File: src/rtl/fsr_pkg.sv
package fsr_pkg;
    typedef enum logic [2:0] {
        RM_ARRAY,
        RM_STATUS,
        RM_PGM_WAIT,
        RM_ERS_WAIT,
        RM_LCK_WAIT
    } rd_mode_e;

    localparam logic [7:0] OP_STATUS  = 8'h70;
    localparam logic [7:0] OP_PGM_A   = 8'h40;
    localparam logic [7:0] OP_PGM_B   = 8'h10;
    localparam logic [7:0] OP_ERASE   = 8'h20;
    localparam logic [7:0] OP_LOCK    = 8'h60;
    localparam logic [7:0] OP_RDARRAY = 8'hFF;
endpackage

File: src/rtl/fsr_cmd_fsm.sv
module fsr_cmd_fsm
    import fsr_pkg::*;
(
    input  logic       clk,
    input  logic       rst_n,
    input  logic       cmd_wr,
    input  logic [7:0] cmd_data,
    output logic       stat_sel
);
    rd_mode_e state_q, state_d;

    always_ff @(posedge clk) begin
        if (!rst_n) state_q <= RM_ARRAY;
        else        state_q <= state_d;
    end

    always_comb begin
        state_d = state_q;
        if (cmd_wr) begin
            unique case (state_q)
                RM_ARRAY, RM_STATUS: begin
                    if (cmd_data == OP_STATUS)                             state_d = RM_STATUS;
                    else if (cmd_data == OP_PGM_A || cmd_data == OP_PGM_B) state_d = RM_PGM_WAIT;
                    else if (cmd_data == OP_ERASE)                         state_d = RM_ERS_WAIT;
                    else if (cmd_data == OP_LOCK)                          state_d = RM_LCK_WAIT;
                    else                                                   state_d = RM_ARRAY;
                end
                RM_PGM_WAIT, RM_ERS_WAIT, RM_LCK_WAIT: state_d = RM_STATUS;
                default: state_d = RM_ARRAY;
            endcase
        end
    end

    always_comb begin
        stat_sel = (state_q == RM_STATUS);
    end


    status_cmd_chk: assert property (@(posedge clk) disable iff (!rst_n)
        (cmd_wr && cmd_data == OP_STATUS && (state_q == RM_ARRAY || state_q == RM_STATUS))
        |=> stat_sel);


    seq_done_chk: assert property (@(posedge clk) disable iff (!rst_n)
        (cmd_wr && (state_q == RM_PGM_WAIT || state_q == RM_ERS_WAIT || state_q == RM_LCK_WAIT))
        |=> stat_sel);


    rdarray_chk: assert property (@(posedge clk) disable iff (!rst_n)
        (cmd_wr && cmd_data == OP_RDARRAY && (state_q == RM_ARRAY || state_q == RM_STATUS))
        |=> !stat_sel);
endmodule

File: src/rtl/fsr_snap.sv
module fsr_snap #(
    parameter int SR_W = 8
) (
    input  logic            clk,
    input  logic            rst_n,
    input  logic            burst_mode,
    input  logic            ce_n,
    input  logic            oe_n,
    input  logic            adv_n,
    input  logic [SR_W-1:0] live,
    output logic [SR_W-1:0] snap,
    output logic            ce_q,
    output logic            oe_q,
    output logic            sync_cap
);
    logic adv_q, armed_q;
    logic ce_fell, oe_fell, adv_fell, async_cap, cap;
    localparam logic [SR_W-1:0] SNAP_RST = {1'b1, {(SR_W-1){1'b0}}};

    always_comb begin
        ce_fell   = ce_q & ~ce_n;
        oe_fell   = oe_q & ~oe_n;
        adv_fell  = adv_q & ~adv_n;
        async_cap = ~burst_mode & armed_q & (ce_fell | oe_fell);
        sync_cap  = burst_mode & ~ce_n & (ce_fell | adv_fell);
        cap       = async_cap | sync_cap;
    end

    always_ff @(posedge clk) begin
        if (!rst_n) begin
            ce_q    <= 1'b1;
            oe_q    <= 1'b1;
            adv_q   <= 1'b1;
            armed_q <= 1'b1;
            snap    <= SNAP_RST;
        end else begin
            ce_q  <= ce_n;
            oe_q  <= oe_n;
            adv_q <= adv_n;
            if (cap) snap <= live;
            if (async_cap)                                   armed_q <= 1'b0;
            else if (ce_n && oe_n)                           armed_q <= 1'b1;
            else if (!ce_q && !oe_q && (ce_n || oe_n))       armed_q <= 1'b1;
        end
    end


    snap_hold_chk: assert property (@(posedge clk) disable iff (!rst_n)
        (!burst_mode && !ce_q && !oe_q && !ce_n && !oe_n) |=> $stable(snap));


    busy_mask_chk: assert property (@(posedge clk) disable iff (!rst_n)
        !snap[SR_W-1] |-> (snap[SR_W-2:1] == '0));
endmodule

File: src/rtl/fsr_burst.sv
module fsr_burst #(
    parameter int BURST_LEN = 4
) (
    input  logic clk,
    input  logic rst_n,
    input  logic load,
    output logic active
);
    localparam int CNT_W = $clog2(BURST_LEN + 1);
    logic [CNT_W-1:0] cnt_q;

    always_ff @(posedge clk) begin
        if (!rst_n)            cnt_q <= '0;
        else if (load)         cnt_q <= CNT_W'(BURST_LEN);
        else if (cnt_q != '0)  cnt_q <= cnt_q - 1'b1;
    end

    always_comb active = (cnt_q != '0);


    burst_load_chk: assert property (@(posedge clk) disable iff (!rst_n)
        load |=> active);
endmodule

File: src/rtl/fsr_status_read.sv
module fsr_status_read #(
    parameter int DATA_W    = 16,
    parameter int SR_W      = 8,
    parameter int PAGE_W    = 2,
    parameter int BURST_LEN = 4
) (
    input  logic              clk,
    input  logic              rst_n,
    input  logic              cmd_wr,
    input  logic [7:0]        cmd_data,
    input  logic              ce_n,
    input  logic              oe_n,
    input  logic              adv_n,
    input  logic              burst_mode,
    input  logic              page_mode,
    input  logic [PAGE_W-1:0] page_idx,
    input  logic              busy,
    input  logic [SR_W-2:0]   flag_in,
    input  logic [DATA_W-1:0] array_data,
    output logic [DATA_W-1:0] dq_out,
    output logic              dq_valid,
    output logic              stat_mode
);
    logic [SR_W-1:0] live_sr, snap;
    logic ce_q, oe_q, sync_cap, burst_act, rd_open;

    always_comb begin
        live_sr = {~busy, busy ? {(SR_W-2){1'b0}} : flag_in[SR_W-2:1], flag_in[0]};
    end

    fsr_cmd_fsm u_fsm (
        .clk(clk), .rst_n(rst_n), .cmd_wr(cmd_wr), .cmd_data(cmd_data), .stat_sel(stat_mode)
    );

    fsr_snap #(.SR_W(SR_W)) u_snap (
        .clk(clk), .rst_n(rst_n), .burst_mode(burst_mode), .ce_n(ce_n), .oe_n(oe_n),
        .adv_n(adv_n), .live(live_sr), .snap(snap), .ce_q(ce_q), .oe_q(oe_q),
        .sync_cap(sync_cap)
    );

    fsr_burst #(.BURST_LEN(BURST_LEN)) u_burst (
        .clk(clk), .rst_n(rst_n), .load(sync_cap), .active(burst_act)
    );

    always_comb begin
        rd_open  = ~ce_q & ~oe_q;
        dq_valid = 1'b0;
        dq_out   = '0;
        if (stat_mode) begin
            if (burst_mode) dq_valid = burst_act;
            else            dq_valid = rd_open & (~page_mode | (page_idx == '0));
            if (dq_valid) dq_out = {{(DATA_W-SR_W){1'b0}}, snap};
        end else begin
            dq_valid = rd_open;
            if (dq_valid) dq_out = array_data;
        end
    end


    upper_zero_chk: assert property (@(posedge clk) disable iff (!rst_n)
        stat_mode |-> (dq_out[DATA_W-1:SR_W] == '0));


    page_gate_chk: assert property (@(posedge clk) disable iff (!rst_n)
        (stat_mode && !burst_mode && page_mode && page_idx != '0) |-> !dq_valid);
endmodule

File: config.mk
export PLATFORM = sky130hd
export DESIGN_NAME = fsr_status_read
export DESIGN_NICKNAME = d
export VERILOG_FILES = /design/src/rtl/fsr_pkg.sv /design/src/rtl/fsr_cmd_fsm.sv /design/src/rtl/fsr_snap.sv /design/src/rtl/fsr_burst.sv /design/src/rtl/fsr_status_read.sv
export SDC_FILE = /design/constraint.sdc
export NUM_CORES = 1
export LEC_CHECK = 0
export BUFFER_PORTS_ARGS = -buffer_cell sky130_fd_sc_hd__buf_4
export CORE_MARGIN = 1.5
export CORE_UTILIZATION = 48
export CTS_BUF_LIST = sky130_fd_sc_hd__clkbuf_8
export CTS_CLUSTER_SIZE = 16
export DETAILED_ROUTE_END_ITERATION = 7
export HOLD_SLACK_MARGIN = 0.02
export PLACE_DENSITY = 0.85
export SETUP_SLACK_MARGIN = 0.5
export SYNTH_ARGS = -nofsm -noshare
export SYNTH_HDL_FRONTEND = slang
export SYNTH_SLANG_ARGS = --single-unit
File: constraint.sdc
create_clock -name clk -period 2.5 [get_ports clk]
set_input_delay 0.125 -clock clk [delete_from_list [all_inputs] [get_ports clk]]
set_output_delay 0.125 -clock clk [all_outputs]
set_load 0.005 [all_outputs]
# [After elaboration in Yosys (flattened, before gate mapping)]
# Index checks and enable logic that the tools add are counted.
[op_classes] eq_ne=9 addsub=1 n_mux=17 bitwise_logic=22 reduce_logical=15
[op_table] operator="16-bit 2-to-1 mux" n=2
[op_table] operator="8-bit by 7-bit == test with 1-bit output (second input constant)" n=3
[op_table] operator="3-bit 2-to-1 mux" n=6
[op_table] operator="1-bit bitwise AND" n=9
[op_table] operator="1-bit NOT" n=9
[op_table] operator="8-bit by 5-bit == test with 1-bit output (second input constant)" n=1
[op_table] operator="8-bit by 6-bit == test with 1-bit output (second input constant)" n=1
[op_table] operator="8-bit 2-to-1 mux" n=1
[op_table] operator="3-bit by 2-bit == test with 1-bit output (second input constant)" n=2
[op_table] operator="1-bit 2-to-1 mux" n=6
[op_table] operator="6-bit 2-to-1 mux" n=1
[op_table] operator="3-bit case mux with 2 select lines" n=1
[op_table] operator="3-bit nonzero test" n=2
[op_table] operator="1-bit OR" n=4
[op_table] operator="2-bit OR reduction" n=2
[op_table] operator="3-bit by 1-bit == test with 1-bit output (second input constant)" n=1
[op_table] operator="3-bit == test (second input constant)" n=1
[op_table] operator="1-bit logical AND" n=3
[op_table] operator="3-bit zero test" n=1
[op_table] operator="3-bit OR reduction" n=1
[op_table] operator="3-bit by 1-bit subtractor with 3-bit output (second input constant)" n=1
[op_table] operator="1-bit zero test" n=2
[op_table] operator="2-bit zero test" n=1
[op_table] operator="1-bit logical OR" n=2
[op_table] operator="2-bit nonzero test" n=1
[totals] elab_cells=72 reg_bits=18 output_inout_bits=18

# [Longest topological paths before layout]
[logic_depth] ltp_word=7 ltp_mapped=7

# [Cells and area by module]
# From an unflattened synthesis, not the netlist that was laid out.
[unflattened] hier_cells=132 area_unflattened_um2=1146.1
[by_module_without_submodules] mod="fsr_snap" instances=1 area_each_um2=506.7 cells_per_inst=55
[by_module_without_submodules] mod="fsr_status_read" instances=1 area_each_um2=249.0 cells_per_inst=32
[by_module_without_submodules] mod="fsr_cmd_fsm" instances=1 area_each_um2=222.7 cells_per_inst=27
[by_module_without_submodules] mod="fsr_burst" instances=1 area_each_um2=167.7 cells_per_inst=18

# [Worst setup path after synthesis]
# OpenSTA, ideal clock, no wires.
[synth_path] path_kind="register to output" from="register u_burst.cnt_q[0]" to="output port dq_valid" setup_slack_ps=1125 arrival_ps=1250 stages_incl_launch_ff=8 n_path_buf=1 required_ps=2375 cell_sequence="dfxtp_1 -> inv_1 -> ha_1 -> nand2b_1 -> a22oi_1 -> nor2b_1 -> buf_2 -> or2_2"
[synth_via] elab_chain_cells=4
[synth_rtl] element="start, declared" line="fsr_burst.sv:10" text="logic [CNT_W-1:0] cnt_q;"
[synth_rtl] element="start signal, assigned" line="fsr_burst.sv:14" text="else if (load) cnt_q <= CNT_W'(BURST_LEN);"
[synth_rtl] element="start signal, assigned" line="fsr_burst.sv:15" text="else if (cnt_q != '0) cnt_q <= cnt_q - 1'b1;"
[synth_rtl] element="3-bit nonzero test" line="fsr_burst.sv:18" text="always_comb active = (cnt_q != '0);"
[synth_rtl] element="1-bit 2-to-1 mux" line="fsr_status_read.sv:50" text="if (burst_mode) dq_valid = burst_act;"
[synth_rtl] element="1-bit 2-to-1 mux (2 in a row)" line="fsr_status_read.sv:49" text="if (stat_mode) begin"
[synth_rtl] element="end, declared" line="fsr_status_read.sv:21" text="output logic dq_valid,"
# Every way passes these cells. The select of a mux whose other input is x is not followed.

# [Worst setup path after layout]
[layout_path] from="register u_fsm.state_q[2]" to="output port dq_valid"
[layout_via] elab_chain_cells=2
[layout_rtl] element="start, declared" line="fsr_cmd_fsm.sv:10" text="rd_mode_e state_q, state_d;"
[layout_rtl] element="start signal, assigned" line="fsr_cmd_fsm.sv:14" text="else state_q <= state_d;"
[layout_rtl] element="3-bit by 1-bit == test with 1-bit output" line="fsr_cmd_fsm.sv:35" text="stat_sel = (state_q == RM_STATUS);"
[layout_rtl] element="1-bit 2-to-1 mux" line="fsr_status_read.sv:49"
# Every way passes these cells.

==> reports/qor.csv <==
stage,metric,value,unit
logic_synthesis,synth_top_area_cell,dfxtp_1,
sta,setup_slack,0.6680,ns
sta,worst_slew_pin_slew,0.4270,ns
clocking,cts_buffers,3,
hold_path,hold_class,in -> reg,
logic_synthesis,syn-num-nets,169,
placement,preCtsSetupSlack,0.6521,ns
drt,route.detailed.drc,0,
floorplan,die_area,2493,um2
critical_path,cp_num_buf_inv,2,
logic_synthesis,synth_flop_cell,dfxtp_1,
outcome,outcome,finished clean,
hold_path,min-delay-start,adv_n,
drt,finalWirelength,2.661,mm
power,ir_drop,0.3904,mV
floorplan,dieHeight,49.93,um
critical_path,worst_path_max_delay_cell,dfxtp_1,
drt,vias,1090,
layout,mostFrequentLayoutCells,"buf_4, dfxtp_1, nand2_1, and2_1",
logic_synthesis,synth_edf_count,0,
critical_path,crit_family,simple AND/OR/NAND/NOR gates,
drt,drt_iter0_drc,14,
global_route,grt_pass1_vias,1034,
floorplan,core_area,2022,um2
clocking,clkLatencyLatePin,0.25,ns
sta,hold_viol,0,
sta,setup_viol,0,
global_route,overflow,0,
placement,hpwl,2.148,mm
clocking,clockBufferDepth,2,
placement,place_congestion,0.7236,
floorplan,rows,16,
clocking,clkTransAtPathRegs,0.07,ns
logic_synthesis,synth_cells,125,
layout,drive_gt1_share,37.36,%
critical_path,crit_end,dq_valid,
logic_synthesis,yosysSeqAreaShare,34.08,%
logic_synthesis,synth_top_area_share,34.08,%
logic_synthesis,ys_warn_count,0,
global_route,antenna_found_initial,0,
critical_path,critPathLaunch,u_fsm.state_q[2],
floorplan,num_io_pins,60,
critical_path,startpoint_type,flip-flop,
placement,io_buffers,59,
logic_synthesis,synth-seq-cells,18,
critical_path,worstPathRequired,2.38,ns
sta,period_share,73.28,%
critical_path,r2r_slack,0.95,ns
layout,final_cells,209,
logic_synthesis,mappedNetlistArea,1057,um2
logic_synthesis,synthTopCellsByArea,"dfxtp_1, mux2i_1, a22o_1",
critical_path,path_class,reg -> out,
drt,drtAntennaViolNets,0,
clocking,cts_hold_buf,0,
critical_path,cpPeakStageDelay,0.34,ns
floorplan,die_w,49.93,um
clocking,h-tree-depth,1,
logic_synthesis,synth_cell_types,34,
clocking,tritoncts,yes,
sta,relSlewSlack,71.53,%
drt,drt_first_pass_iters,4,
critical_path,path_max_fanout,16,
placement,dp_cells,205,
global_route,grt_pass1_wl,4.319,mm
critical_path,reg2regPathDepth,4,
sta,setup_tns,0,ns
job,cap_viol_max_count,0,
sta,period_minus_slack,1.832,ns
critical_path,r2r_start,u_snap.oe_q,
global_route,grt_max_degree,27,
sta,fin_skew,0.004551,ns
layout,antennaDiodeCount,0,
critical_path,endpoint_kind,primary output,
critical_path,worst_r2r_endpoint,u_snap.snap[6],
critical_path,arrival,1.71,ns
clocking,cts-root-buf,clkbuf_8,
layout,synthToLayoutAreaGrowth,49.35,%
layout,nets,228,
critical_path,critical_path.cell_chain,nor2_1 > and2_1 > nor3_4 > buf_12 > or2_2 > buf_4,
logic_synthesis,synthArstFlopShare,0,%
sta,max_freq,545.9,MHz
critical_path,worst-path-stages,6,
sta,rsz0062_at_grt,false,
drt,via_per_inst,5.215,
floorplan,start_util,52.29,%
sta,drv_slew,0,
clocking,clock-sinks,18,
power,power_leakage,0.0007292,uW
layout,layout_commonest_cell,buf_4,
drt,post_drt_wl_per_cell,12.73,um
power,powerDensity,501.6,nW/um2
sta,worst_hold_slack,0.05850,ns
global_route,grtUsageTotal,22.75,%
logic_synthesis,syn-mean-instance-area,8.458,um2
-- flip-flops by register name (all words and copies together) (netlist names) --
signal,count
u_snap.ce_q,1
u_fsm.state_q,3
u_snap.snap,8
u_snap.oe_q,1
u_snap.armed_q,1
u_snap.adv_q,1
u_burst.cnt_q,3
-- layout make-up --
class	count	area [um2]
Sequential cell	18	360.3
Multi-Input combinational cell	98	669.4
Tap cell	27	33.78
Inverter	3	11.26
Fill cell	154	442.9
Timing Repair Buffer	60	462.9
Clock buffer	3	41.29
-- how the worst min path moves through the flow --
stage | to | slack [ns] | depth (start not counted)
2_1_floorplan | u_snap.adv_q | 0.23 | 1
3_3_place_gp | u_snap.adv_q | 0.32 | 2
3_5_place_dp | u_snap.adv_q | 0.32 | 2
4_1_cts | u_snap.adv_q | 0.06 | 2
5_1_grt | u_snap.adv_q | 0.06 | 2
6_report | u_snap.adv_q | 0.06 | 2
-- through the flow --
| step | utilization (%) | instance area (um2) | power [uW] |
|---|---|---|---|
| 3_5_place_dp | 74.44 | 1505 | 587.8 |
| 2_1_floorplan | - | 1057 | 494.4 |
| 3_3_place_gp | 74.44 | 1505 | 572.6 |
| 4_1_cts | 76.61 | 1549 | 788.5 |
| 6_report | 78.09 | 1579 | 792.1 |
| 5_1_grt | 78.09 | 1579 | 846.5 |
-- worst reg2reg max path: cells and delay by family, from the launching register on --
| family | cells | cell delay, ns |
|---|---|---|
| simple gates | 2 | 0.63 |
| compound gates | 1 | 0.23 |
| mux | 1 | 0.24 |
| flops | 1 | 0.37 |
-- routing by layer --
layer	GRT usage [%]	vias up	share of wire, %
li1	-	547	-
met3	6.061	5	6.4
met5	0	-	0
met4	9.259	0	1.4
met2	43.33	47	55
met1	22.98	491	38
-- cells by family (layout without fill, tap and decap cells) --
kind of cell / count (synthesis) / in the layout / share of synthesized area, %
AOI/OAI and AO/OA: 25 / 25 / 15.98
xor gates and xnor gates: 3 / 3 / 2.486
adders and majority gates: 2 / 2 / 2.366
buffers and inverters: 9 / 66 / 3.786
DFF: 18 / 18 / 34.08
muxes: 9 / 9 / 8.521
and+or+nand+nor: 59 / 59 / 32.78
-- timing repair --
item	4_1_cts	5_1_grt
pin swaps	0	1
gates resized for setup	1	2
setup buffers	0	1
endpoints found under the setup margin	9	9
-- synth_stat cells, types with 2 or more instances --
cell type / instances
ha_1: 2
dfxtp_1: 18
and2_1: 10
o21ai_0: 9
nor2_1: 9
a22o_1: 8
a21oi_1: 2
inv_1: 3
nand2_1: 11
nand2b_1: 5
nor2b_1: 7
nand3b_1: 7
clkbuf_1: 3
mux2i_1: 9
nand4_1: 2
xnor2_1: 2
-- where the power goes --
group / leakage [uW] / switching (uW) / internal [uW]
clock network: 0.0000216 / 93.7 / 107
registers: 0.000148 / 21.6 / 320
logic: 0.000560 / 115 / 135
Power figures use the tool's default switching activity.
